**config.mk**
```make
export PLATFORM = sky130hd
export DESIGN_NAME = cfg_startup_seq
export DESIGN_NICKNAME = d
export VERILOG_FILES = /design/src/rtl/cfg_seq_pkg.sv /design/src/rtl/cfg_seq_step_ctr.sv /design/src/rtl/cfg_seq_fsm.sv /design/src/rtl/cfg_seq_outdec.sv /design/src/rtl/cfg_startup_seq.sv
export SDC_FILE = /design/constraint.sdc
export NUM_CORES = 1
export LEC_CHECK = 0
export BUFFER_PORTS_ARGS = -buffer_cell sky130_fd_sc_hd__buf_2
export CORE_AREA = 2 2 39 41
export CTS_CLUSTER_SIZE = 12
export DETAILED_ROUTE_END_ITERATION = 16
export DIE_AREA = 0 0 41 43
export HOLD_SLACK_MARGIN = 0.08
export PLACE_DENSITY = 0.47
export SLEW_MARGIN = 20
export SYNTH_ARGS = -nofsm -noshare
export SYNTH_HDL_FRONTEND = slang
export SYNTH_SLANG_ARGS = --single-unit
```
**constraint.sdc**
```tcl
create_clock -name clk -period 1.35 [get_ports clk]
set_input_delay 0.0675 -clock clk [delete_from_list [all_inputs] [get_ports clk]]
set_output_delay 0.0675 -clock clk [all_outputs]
set_load 0.005 [all_outputs]
```
**src/rtl/cfg_seq_pkg.sv**
```systemverilog
package cfg_seq_pkg;

    typedef enum logic [2:0] {
        SQ_HOLD   = 3'd0,
        SQ_CLEAR  = 3'd1,
        SQ_LOAD   = 3'd2,
        SQ_PULSE  = 3'd3,
        SQ_DONE   = 3'd4,
        SQ_HIZOFF = 3'd5,
        SQ_WREN   = 3'd6,
        SQ_RUN    = 3'd7
    } seq_state_t;

    typedef struct packed {
        logic init_pull;
        logic done;
        logic grst;
        logic hiz;
        logic wr_hold;
    } seq_ctl_t;

    localparam seq_ctl_t CTL_HOLD = '{init_pull: 1'b1, done: 1'b0, grst: 1'b1,
                                      hiz: 1'b1, wr_hold: 1'b1};

    function automatic seq_ctl_t ctl_of(input seq_state_t st);
        seq_ctl_t c;
        c = CTL_HOLD;
        case (st)
            SQ_HOLD, SQ_CLEAR: c = CTL_HOLD;
            SQ_LOAD, SQ_PULSE: c.init_pull = 1'b0;
            SQ_DONE: begin
                c.init_pull = 1'b0;
                c.done      = 1'b1;
                c.grst      = 1'b0;
            end
            SQ_HIZOFF: begin
                c.init_pull = 1'b0;
                c.done      = 1'b1;
                c.grst      = 1'b0;
                c.hiz       = 1'b0;
            end
            SQ_WREN, SQ_RUN: begin
                c.init_pull = 1'b0;
                c.done      = 1'b1;
                c.grst      = 1'b0;
                c.hiz       = 1'b0;
                c.wr_hold   = 1'b0;
            end
            default: c = CTL_HOLD;
        endcase
        return c;
    endfunction

endpackage

```
**src/rtl/cfg_seq_step_ctr.sv**
```systemverilog
module cfg_seq_step_ctr #(
    parameter int GTS_LAG = 1,
    parameter int GWE_LAG = 1
) (
    input  logic clk,
    input  logic rst,
    input  logic restart,
    output logic hiz_due,
    output logic wren_due
);
    localparam int LAG_MAX = (GTS_LAG > GWE_LAG) ? GTS_LAG : GWE_LAG;
    localparam int CNT_W   = $clog2(LAG_MAX + 1);
    localparam logic [CNT_W-1:0] CNT_TOP  = CNT_W'(LAG_MAX);
    localparam logic [CNT_W-1:0] HIZ_HIT  = CNT_W'(GTS_LAG - 1);
    localparam logic [CNT_W-1:0] WREN_HIT = CNT_W'(GWE_LAG - 1);

    logic [CNT_W-1:0] cnt;

    always_ff @(posedge clk) begin
        if (rst || restart) begin
            cnt <= '0;
        end else if (cnt != CNT_TOP) begin
            cnt <= cnt + 1'b1;
        end
    end

    assign hiz_due  = (cnt == HIZ_HIT);
    assign wren_due = (cnt == WREN_HIT);
endmodule

```
**src/rtl/cfg_seq_fsm.sv**
```systemverilog
module cfg_seq_fsm
    import cfg_seq_pkg::*;
(
    input  logic       clk,
    input  logic       rst,
    input  logic       prog_req_n,
    input  logic       clr_done,
    input  logic       load_done,
    input  logic       hiz_due,
    input  logic       wren_due,
    output seq_state_t state,
    output logic       step_change
);
    seq_state_t nxt;

    always_comb begin
        nxt = state;
        if (!prog_req_n) begin
            nxt = SQ_HOLD;
        end else begin
            case (state)
                SQ_HOLD:   nxt = SQ_CLEAR;
                SQ_CLEAR:  if (clr_done)  nxt = SQ_LOAD;
                SQ_LOAD:   if (load_done) nxt = SQ_PULSE;
                SQ_PULSE:  nxt = SQ_DONE;
                SQ_DONE:   if (hiz_due)   nxt = SQ_HIZOFF;
                SQ_HIZOFF: if (wren_due)  nxt = SQ_WREN;
                SQ_WREN:   nxt = SQ_RUN;
                SQ_RUN:    nxt = SQ_RUN;
                default:   nxt = SQ_HOLD;
            endcase
        end
    end

    assign step_change = (nxt != state);

    always_ff @(posedge clk) begin
        if (rst) begin
            state <= SQ_HOLD;
        end else begin
            state <= nxt;
        end
    end
endmodule

```
**src/rtl/cfg_seq_outdec.sv**
```systemverilog
module cfg_seq_outdec
    import cfg_seq_pkg::*;
(
    input  seq_state_t state,
    output logic       init_pull_low,
    output logic       init_level,
    output logic       cfg_done,
    output logic       glb_rst,
    output logic       glb_hiz,
    output logic       glb_wr_hold
);
    seq_ctl_t ctl;

    always_comb begin
        ctl = ctl_of(state);
    end

    assign init_pull_low = ctl.init_pull;
    assign init_level    = ~ctl.init_pull;
    assign cfg_done      = ctl.done;
    assign glb_rst       = ctl.grst;
    assign glb_hiz       = ctl.hiz;
    assign glb_wr_hold   = ctl.wr_hold;
endmodule

```
**src/rtl/cfg_startup_seq.sv**
```systemverilog
module cfg_startup_seq
    import cfg_seq_pkg::*;
#(
    parameter int GTS_LAG = 1,
    parameter int GWE_LAG = 1
) (
    input  logic clk,
    input  logic rst,
    input  logic prog_req_n,
    input  logic clr_done,
    input  logic load_done,
    output logic init_pull_low,
    output logic init_level,
    output logic cfg_done,
    output logic glb_rst,
    output logic glb_hiz,
    output logic glb_wr_hold
);
    generate
        if (GTS_LAG < 1 || GWE_LAG < 1) begin : g_bad_lag
            $error("start-up lags must be at least one cycle");
        end
    endgenerate

    seq_state_t state;
    logic       step_change;
    logic       hiz_due;
    logic       wren_due;

    cfg_seq_fsm u_fsm (
        .clk         (clk),
        .rst         (rst),
        .prog_req_n  (prog_req_n),
        .clr_done    (clr_done),
        .load_done   (load_done),
        .hiz_due     (hiz_due),
        .wren_due    (wren_due),
        .state       (state),
        .step_change (step_change)
    );

    cfg_seq_step_ctr #(
        .GTS_LAG (GTS_LAG),
        .GWE_LAG (GWE_LAG)
    ) u_ctr (
        .clk      (clk),
        .rst      (rst),
        .restart  (step_change),
        .hiz_due  (hiz_due),
        .wren_due (wren_due)
    );

    cfg_seq_outdec u_dec (
        .state         (state),
        .init_pull_low (init_pull_low),
        .init_level    (init_level),
        .cfg_done      (cfg_done),
        .glb_rst       (glb_rst),
        .glb_hiz       (glb_hiz),
        .glb_wr_hold   (glb_wr_hold)
    );
endmodule

```
==> flow_summary.json, run 1 <==
{
  "outcome": "finished clean",
  "min_path_cells": 3,
  "cap_violations": 0,
  "syn_area_per_cell_um2": 7.886,
  "drc": 0,
  "cts.htree.levels": 1,
  "die-area_um2": 1763,
  "tightestPinTransition_ps": 344.9,
  "setup_viol": 0,
  "cts-root-buf": "clkbuf_4",
  "fin_crit_ps": 1288,
  "grt_busiest_layer": "met1",
  "final_common_cell": "buf_2",
  "yosysWarnings": 0,
  "hp-start": "rst",
  "criticalPathCategory": "reg -> reg",
  "antenna_found_initial": 0,
  "vias_per_cell": 4.365,
  "final_layout_size_suffix_gt1_frac": 0.4681,
  "ant_nets": 0,
  "coreArea_um2": 1384,
  "die_h_um": 43,
  "clkLatencyLatePin_ps": 230,
  "max_freq_mhz": 776.6,
  "hold_viol_final": 0,
  "grt_start_max_net_pins": 10,
  "cts_setup_buffers": 0,
  "min_to": "u_ctr.cnt",
  "seq_area_frac_synth": 0.3077,
  "ys_ff_latch": 4,
  "clk_pin_slew_worst_paths_ps": 30,
  "cp-end-kind": "flop",
  "crit_required_ps": 1510,
  "synth_nets": 38,
  "regToRegSetupSlack_ps": 60,
  "crit_path_max_incr_delay_ps": 500,
  "drt-total-wl_um": 534,
  "grt_use_met2": 0.1000,
  "start_util": 0.1881,
  "r2r_end": "u_ctr.cnt",
  "path_cells": "or2b_2 -> a21oi_1 -> or4_1 -> mux2i_1",
  "whs_ps": 141.3,
  "via_count": 275,
  "wl_per_cell_um": 8.476,
  "synthToLayoutAreaGrowth_pct": 40.87,
  "track_usage": 0.08141,
  "p_sw_mw": 0.06908,
  "routabilityCongestion": 0.7025,
  "critical_path.slowest_cell": "or4_1",
  "grt_use_met3": 0.04712,
  "postCtsHoldBufs": 0,
  "reg2reg_depth": 4,
  "drtPass1Iterations": 4,
  "worst-path-buf-inv": 0,
  "p_leak_nw": 0.1596,
  "cts.sinks": 4,
  "met1_usage": 0.1000,
  "layout_common_cells": "buf_2, nor2_1, buf_4, inv_1, clkbuf_4",
  "yosysUniqueCellTypes": 22,
  "io_buffers": 10,
  "final_max_slew_viol_count": 0,
  "irDropWorstVdd_mv": 0.3322,
  "fp.dieW_um": 41,
  "drt-initial-drc-count": 6,
  "rsz0062_at_grt": "yes",
  "p_int_mw": 0.2448,
  "grt_pass1_wl_um": 917,
  "finish.utilization": 0.2649,
  "critPathLaunchType": "flop",
  "diodes": 0,
  "critPathTopFamily": "simple AND/OR/NAND/NOR gates",
  "p_clk_frac": 0.463,
  "fin_skew_ps": 3.750,
  "hold_path.class": "in -> reg",
  "grt-ovfl-total": 0,
  "synthCells": 33,
  "power.density_nw_per_um2": 856.2,
  "worstReg2RegStart": "u_fsm.state[0]",
  "syn-cell-area_um2": 260.3,
  "netSwitchingFraction": 0.2201,
  "p_seq_frac": 0.413,
  "row_count": 14,
  "clockBufferDepth": 2,
  "crit_fanout": 5,
  "grt_pass1_vias": 246,
  "fin_nets": 54,
  "pwr-share-comb": 0.124,
  "post-route-period-util": 0.9539,
  "relSlewSlack": 0.7668,
  "cts_made_buffers": 3,
  "worst_ep_arrival_time_ps": 1450,
  "hpwl_um": 430.1,
  "io_pins": 11,
  "cts_tree": "done"
}
layout make-up:
class | instances | area [µm²]
Fill cell | 154 | 1017
Multi-Input combinational cell | 23 | 146.4
Sequential cell | 4 | 86.33
Timing Repair Buffer | 14 | 80.08
Clock buffer | 3 | 22.52
Tap cell | 16 | 20.02
Inverter | 3 | 11.26
state kept, by name, summed over array words and instances, names as in the netlist:
| register | count |
|---|---|
| u_ctr.cnt | 1 |
| u_fsm.state | 3 |
what timing repair did:
item	CTS	global route
cloned	0	0
gates resized for setup	1	3
endpoints found under the setup margin	1	1
worst reg2reg max path, delay by kind of cell, from the launching register on:
kind,cells,cell delay (ps)
AO/OA/AOI/OAI,1,70
flip-flops,1,330
multiplexers,1,130
AND/OR/NAND/NOR,2,680
power groups by stage:
stage | Clock [mW] | Sequential (mW) | Combinational [mW]
floorplan | 0 | 0.130 | 0.0256
global placement | 0 | 0.133 | 0.0389
detailed placement | 0 | 0.132 | 0.0389
CTS | 0.151 | 0.131 | 0.0394
global route | 0.154 | 0.131 | 0.0441
finish | 0.145 | 0.130 | 0.0390
cell families after synthesis:
group                     synth area share
muxes                              0.03846
buffers and inverters               0.1298
and+or+nand+nor                     0.3510
DFF                                 0.3077
xor gates and xnor gates           0.03366
AOI/OAI and AO/OA                   0.1394
routing by layer:
metal / part of all wire / wire length (µm)
met5: 0 / 0
met4: 0 / 0
met3: 0.082 / 44
met2: 0.45 / 240
met1: 0.46 / 248
through the flow:
step	std cells	power [mW]	worst slack, ps	TNS, ps	cell area, µm²
2_1_floorplan	33	0.1560	67.71	0	260.3
3_3_place_gp	60	0.1715	-13.82	-13.82	337.8
3_5_place_dp	60	0.1713	0.5068	0	337.8
4_1_cts	63	0.3212	44.71	0	361.6
5_1_grt	63	0.3291	-52.25	-52.25	366.6
6_report	63	0.3139	62.30	0	366.6
how the worst max path moves through the flow:
stage | start | endpoint | depth (start not counted)
3_3_place_gp | u_fsm.state[2] | u_ctr.cnt | 4
6_report | u_fsm.state[0] | u_ctr.cnt | 4
5_1_grt | u_fsm.state[0] | u_ctr.cnt | 4
2_1_floorplan | u_fsm.state[2] | u_ctr.cnt | 5
3_5_place_dp | u_fsm.state[2] | u_ctr.cnt | 4
4_1_cts | u_fsm.state[0] | u_ctr.cnt | 4
Yosys cell counts (all sizes together):
cell     instances  area (µm²)
nand2            1       3.750
o2bb2ai          1       8.760
dfxtp            4       80.08
o21ai            2       10.01
xnor2            1       8.760
nor3b            1       7.510
buf              2       18.77
nor4             1       6.260
mux2i            1       10.01
a21oi            2       10.01
nor3             2       10.01
or4              1       7.510
nand2b           1       6.260
or3              1       6.260
inv              3       11.26
a22oi            1       7.510
nor2             5       26.27
or2b             1       8.760
clkbuf           1       3.750
nor4b            1       8.760
Power figures use the tool's default switching activity.
==> inputs of run 2 (changes only) <==
--- a/config.mk
+++ b/config.mk
@@ -12,6 +12,7 @@
 export DIE_AREA = 0 0 41 43
 export HOLD_SLACK_MARGIN = 0.08
 export PLACE_DENSITY = 0.47
+export REMOVE_ABC_BUFFERS = 1
 export SLEW_MARGIN = 20
 export SYNTH_ARGS = -nofsm -noshare
 export SYNTH_HDL_FRONTEND = slang
==> run 2 against run 1 <==
  * Largest power group unchanged
  * Highest routed layer is now met4
  * Clock skew about the same
  * Setup slack better by 13 ps
  * Worst hold slack worse by 15 ps
==> flow_summary.json, run 2 (synthesis gave the netlist of run 1 again) <==
{
  "cts.htree.levels": 1,
  "final_max_slew_viol_count": 0,
  "largest_reg_flops": 3,
  "track_usage": 0.09045,
  "dpl_cell_area_um2": 337.8,
  "final_common_cell": "buf_2",
  "grt_use_met2": 0.1000,
  "hp-start": "rst",
  "p_sw_mw": 0.07614,
  "min_path_cells": 3,
  "grt_pass1_vias": 239,
  "cts_tree": "done",
  "io_pins": 11,
  "clockBufferDepth": 2,
  "antenna_found_initial": 0,
  "setup_tns_ps": 0,
  "final_layout_size_suffix_gt1_frac": 0.4681,
  "netSwitchingFraction": 0.2346,
  "fin_skew_ps": 4.001,
  "drt-initial-drc-count": 3,
  "fin_nets": 54,
  "crit_path_max_incr_delay_ps": 490,
  "pwr-share-comb": 0.128,
  "hold_path.class": "in -> reg",
  "reg2reg_depth": 4,
  "grt_pass1_wl_um": 966,
  "setup_viol": 0,
  "wl_per_cell_um": 9.889,
  "cts_made_buffers": 3,
  "outcome": "finished clean",
  "cts-root-buf": "clkbuf_4",
  "hold_viol_final": 0,
  "stdcell_area_um2": 369.1,
  "final_cells": 63,
  "worstReg2RegStart": "u_fsm.state[0]",
  "routabilityCongestion": 0.7465,
  "cp-end-kind": "flop",
  "grt_start_max_net_pins": 8,
  "p_leak_nw": 0.1626,
  "diodes": 0,
  "crit_start": "u_fsm.state[0]",
  "die-area_um2": 1763,
  "p_int_mw": 0.2484,
  "dp.cells": 60,
  "worst_ep_arrival_time_ps": 1440,
  "p_clk_frac": 0.467,
  "synthToLayoutAreaGrowth_pct": 41.83,
  "whs_ps": 125.8,
  "cts.sinks": 4,
  "fin_ws_ps": 75.08,
  "r2r_end": "u_ctr.cnt",
  "fp.dieW_um": 41,
  "regToRegSetupSlack_ps": 80,
  "criticalPathCategory": "reg -> reg",
  "ant_nets": 0,
  "met1_usage": 0.1097,
  "postCtsHoldBufs": 0,
  "min_to": "u_ctr.cnt",
  "irDropWorstVdd_mv": 0.2141,
  "die_h_um": 43,
  "clk_pin_slew_worst_paths_ps": 40,
  "grt-ovfl-total": 0,
  "tightestPinTransition_ps": 345.6,
  "grt_busiest_layer": "met4",
  "path_cells": "or2b_2 -> a21oi_1 -> or4_1 -> mux2i_1",
  "row_count": 14,
  "power.density_nw_per_um2": 879.1,
  "via_count": 274,
  "max_flop_register": "u_fsm.state",
  "max_freq_mhz": 784.4,
  "drtPass1Iterations": 3,
  "grt_use_met3": 0.03141,
  "finalPower_mw": 0.3245,
  "cts_setup_buffers": 0,
  "fin_crit_ps": 1275,
  "top_regs": "u_fsm.state x3, u_ctr.cnt x1",
  "crit_fanout": 5,
  "start_util": 0.1881,
  "rsz0062_at_grt": "no",
  "crit_required_ps": 1520,
  "critPathLaunchType": "flop",
  "p_seq_frac": 0.405,
  "post-route-period-util": 0.9444,
  "vias_per_cell": 4.349,
  "layout_common_cells": "buf_2, nor2_1, buf_4, inv_1, clkbuf_4",
  "io_buffers": 10,
  "drt-total-wl_um": 623,
  "coreArea_um2": 1384,
  "clkLatencyLatePin_ps": 240,
  "critical_path.slowest_cell": "or4_1",
  "place_ws_ps": 34.16,
  "drc": 0,
  "relSlewSlack": 0.7691,
  "cap_violations": 0,
  "finish.utilization": 0.2667
}
[run 2: critical path: cells and delay by family (launching register included)]
kind,cells,cell delay [ps]
DFF,1,330
AOI/OAI and AO/OA,1,80
and+or+nand+nor,2,670
muxes,1,120
[run 2: routing by layer]
metal  wire length (µm)  up-vias
met5                  0        -
met4                 22        0
met3                 36        4
met2                262        8
met1                302      118
li1                   -      144
[run 2: how the worst max path moves through the flow]
stage	endpoint	slack, ps
after floorplan	u_ctr.cnt	-20
after global placement	u_ctr.cnt	30
after detailed placement	u_ctr.cnt	30
after CTS	u_ctr.cnt	30
after global routing	u_ctr.cnt	20
final	u_ctr.cnt	80
[run 2: cell type report]
type / count / area, µm²
fill: 151 / 1015
clock buffer: 3 / 22.52
inverter: 3 / 11.26
timing repair buffer: 14 / 80.08
multi-input combinational: 23 / 152.6
sequential: 4 / 82.58
tap: 16 / 20.02
[run 2: power by group through the flow]
stage	clock (mW)	sequential [mW]	combinational (mW)
after floorplan	0	0.132	0.0227
after global placement	0	0.133	0.0402
after global routing	0.177	0.132	0.0458
after detailed placement	0	0.133	0.0402
final	0.152	0.131	0.0414
after CTS	0.159	0.131	0.0402
[run 2: what timing repair did]
action | 4_1_cts | 5_1_grt
setup endpoints to repair | 0 | 1
resized for setup | 0 | 3
hold endpoints to repair | 0 | 0
==> inputs of run 3 (changes only) <==
--- a/config.mk
+++ b/config.mk
@@ -5,13 +5,14 @@
 export SDC_FILE = /design/constraint.sdc
 export NUM_CORES = 1
 export LEC_CHECK = 0
+export ABC_AREA = 1
 export BUFFER_PORTS_ARGS = -buffer_cell sky130_fd_sc_hd__buf_2
 export CORE_AREA = 2 2 39 41
 export CTS_CLUSTER_SIZE = 12
 export DETAILED_ROUTE_END_ITERATION = 16
 export DIE_AREA = 0 0 41 43
 export HOLD_SLACK_MARGIN = 0.08
-export PLACE_DENSITY = 0.47
+export PLACE_DENSITY = 0.51
 export REMOVE_ABC_BUFFERS = 1
 export SLEW_MARGIN = 20
 export SYNTH_ARGS = -nofsm -noshare
==> constraint.sdc (replaced) <==
create_clock -name clk -period 1.35 [get_ports clk]
set_input_delay 0.0675 -clock clk [delete_from_list [all_inputs] [get_ports clk]]
set_output_delay 0.0675 -clock clk [all_outputs]
set_load 0.05 [all_outputs]
==> run 3 against run 2 <==
  * Maximum frequency up 2.4%
  * Critical path depth grew 2
  * Clock skew is 2.1 ps lower
==> flow_summary.json, run 3 <==
{
  "rsz0062_at_grt": "no",
  "synthToLayoutAreaGrowth_pct": 31.17,
  "grt_pass1_wl_mm": 1.097,
  "cts-root-buf": "clkbuf_4",
  "syn-cell-area_um2": 309.0,
  "crit_fanout": 9,
  "dpl_cell_area_um2": 355.3,
  "post-route-period-util": 0.9223,
  "cts.sinks": 4,
  "synth_top_family_by_area": "simple AND/OR/NAND/NOR gates",
  "synth_compound_area_frac": 0.1093,
  "min_to": "u_fsm.state[1]",
  "critPathLaunchType": "flop",
  "irDropWorstVdd_mv": 0.3702,
  "min_path_cells": 3,
  "synth-xor-area-share": 0,
  "worst_ep_arrival_time_ps": 1180,
  "ys.flop_type": "dfxtp_1",
  "hold_viol_final": 0,
  "cts_setup_buffers": 0,
  "die-area_um2": 1763,
  "hp-start": "prog_req_n",
  "p_sw_mw": 0.08214,
  "p_seq_frac": 0.404,
  "netSwitchingFraction": 0.2513,
  "drc": 0,
  "final_layout_size_suffix_gt1_frac": 0.3710,
  "row_count": 14,
  "drtPass1Iterations": 3,
  "vias_per_cell": 4.154,
  "muxShareOfSynthArea": 0,
  "track_usage": 0.09127,
  "grt-ovfl-total": 0,
  "outcome": "finished clean",
  "io_pins": 11,
  "cp-end-kind": "primary output",
  "layout_common_cells": "nand2_1, nor2_1, buf_2, nand3_1, inv_1",
  "reg2reg_depth": 9,
  "regArea_um2": 85.08,
  "synthAdderAreaFrac": 0,
  "ys_ff_latch": 4,
  "syn_area_per_cell_um2": 6.181,
  "yosysUniqueCellTypes": 18,
  "synth.most_common_cell": "nand2_1",
  "top_regs": "u_fsm.state x3, u_ctr.cnt x1",
  "place_ws_ps": 134.1,
  "power.density_nw_per_um2": 806.2,
  "routabilityCongestion": 0.7227,
  "coreArea_um2": 1384,
  "start_util": 0.2233,
  "yosysWarnings": 0,
  "clkLatencyLatePin_ps": 230,
  "synthTopCellsByArea": "dfxtp_1, nand2_1, nor2_1, nand3_1, buf_12",
  "p_int_mw": 0.2447,
  "whs_ps": 132.7,
  "p_clk_frac": 0.430,
  "crit_required_ps": 1280,
  "pwr-share-comb": 0.166,
  "fin_nets": 69,
  "hold_path.class": "in -> reg",
  "relSlewSlack": 0.8271,
  "wl_per_cell_um": 8.654,
  "setup_viol": 0,
  "final_common_cell": "nand2_1",
  "cap_violations": 0,
  "cts_tree": "done",
  "synth_top_area_share": 0.2591,
  "grt_start_max_net_pins": 10,
  "clk_pin_slew_worst_paths_ps": 30,
  "setup_tns_ps": 0,
  "final_max_slew_viol_count": 0,
  "yosysTopAreaCell": "dfxtp_1",
  "io_buffers": 10,
  "clockBufferDepth": 2,
  "multi_input_area_um2": 182.7,
  "seq_area_frac_synth": 0.2591,
  "stdcell_area_um2": 405.4,
  "max_flop_register": "u_fsm.state",
  "fin_skew_ps": 1.873,
  "ys_top_cells_by_count": "nand2_1, nor2_1, nand3_1",
  "antenna_found_initial": 0,
  "cts_made_buffers": 3,
  "synthArstFlopShare": 0,
  "tightestPinTransition_ps": 261.1,
  "drt-total-wl_um": 675,
  "largest_reg_flops": 3,
  "diodes": 0,
  "worstReg2RegStart": "u_fsm.state[2]",
  "drt-initial-drc-count": 11,
  "synth_edf_count": 0,
  "fin_crit_ps": 1245,
  "hpwl_um": 525.7,
  "r2r_end": "u_ctr.cnt",
  "die_h_um": 43,
  "criticalPathCategory": "reg -> out",
  "grt_pass1_vias": 280,
  "fillCellCount": 152,
  "synthCells": 50,
  "ant_nets": 0,
  "yosys.area_share.simple": 0.4696,
  "max_freq_mhz": 803.1,
  "via_count": 324,
  "cts.htree.levels": 1,
  "p_leak_nw": 0.2073,
  "fin_ws_ps": 104.9,
  "fp.dieW_um": 41,
  "regToRegSetupSlack_ps": 160
}
run 3: changes by cell type after synthesis, sizes merged, moves of 2 or more:
cell	delta
nor3	-2
inv	+4
nand2	+11
nand3	+6
nor2	+7
run 3: logic make-up (layout without fill, tap and decap cells):
| kind of cell | Yosys count | after routing |
|---|---|---|
| flip-flops | 4 | 4 |
| buffers and inverters | 9 | 21 |
| AO/OA/AOI/OAI | 6 | 6 |
| AND/OR/NAND/NOR | 31 | 31 |
run 3: metal layers:
layer	vias to the layer above	GRT usage	share of wire
li1	180	-	-
met1	138	0.1218	0.48
met2	6	0.1250	0.48
met3	0	0.02094	0.036
met4	0	0.06000	0
met5	-	0	0
run 3: worst max-delay path by stage:
| stage | startpoint | endpoint | slack [ps] | cells past startpoint |
|---|---|---|---|---|
| finish | u_fsm.state[1] | init_pull_low | 100 | 6 |
| global route | u_fsm.state[1] | init_pull_low | 20 | 6 |
| CTS | u_fsm.state[0] | init_level | 5 | 7 |
| detailed placement | u_fsm.state[1] | u_ctr.cnt | 130 | 9 |
| global placement | u_fsm.state[1] | u_ctr.cnt | 130 | 9 |
| floorplan | u_fsm.state[2] | init_level | -740 | 4 |
run 3: repair_timing:
item | in CTS | in global routing
endpoints found under the setup margin | 2 | 2
gates cloned | 0 | 0
hold buffers | 1 | 0
hold endpoints to repair | 3 | 0
gates resized for setup | 2 | 6
run 3: through the flow:
step	std cells	power [mW]	utilization
global route	78	0.3502	0.2929
global placement	74	0.1850	0.2568
CTS	78	0.3356	0.2830
floorplan	48	0.1666	-
detailed placement	74	0.1840	0.2568
finish	78	0.3268	0.2929
run 3: power by group through the flow:
stage	logic (mW)	registers [mW]	clock network [mW]
final	0.0541	0.132	0.141
after global routing	0.0612	0.133	0.156
after CTS	0.0521	0.133	0.150
after detailed placement	0.0492	0.135	0
after global placement	0.0497	0.135	0
after floorplan	0.0335	0.133	0
run 3: worst max-delay path: stages (launching register included):
cell and delay (ps):
dfxtp_4 370, nand2_1 70, inv_1 40, nor2_1 80
inv_1 60, a21oi_2 120, buf_4 210
run 3: final cells by class:
type / count / share of cell area
inverter: 7 / 0.06481
multi-input combinational: 37 / 0.4506
tap: 16 / 0.04938
sequential: 4 / 0.2099
clock buffer: 3 / 0.05556
timing repair buffer: 11 / 0.1698
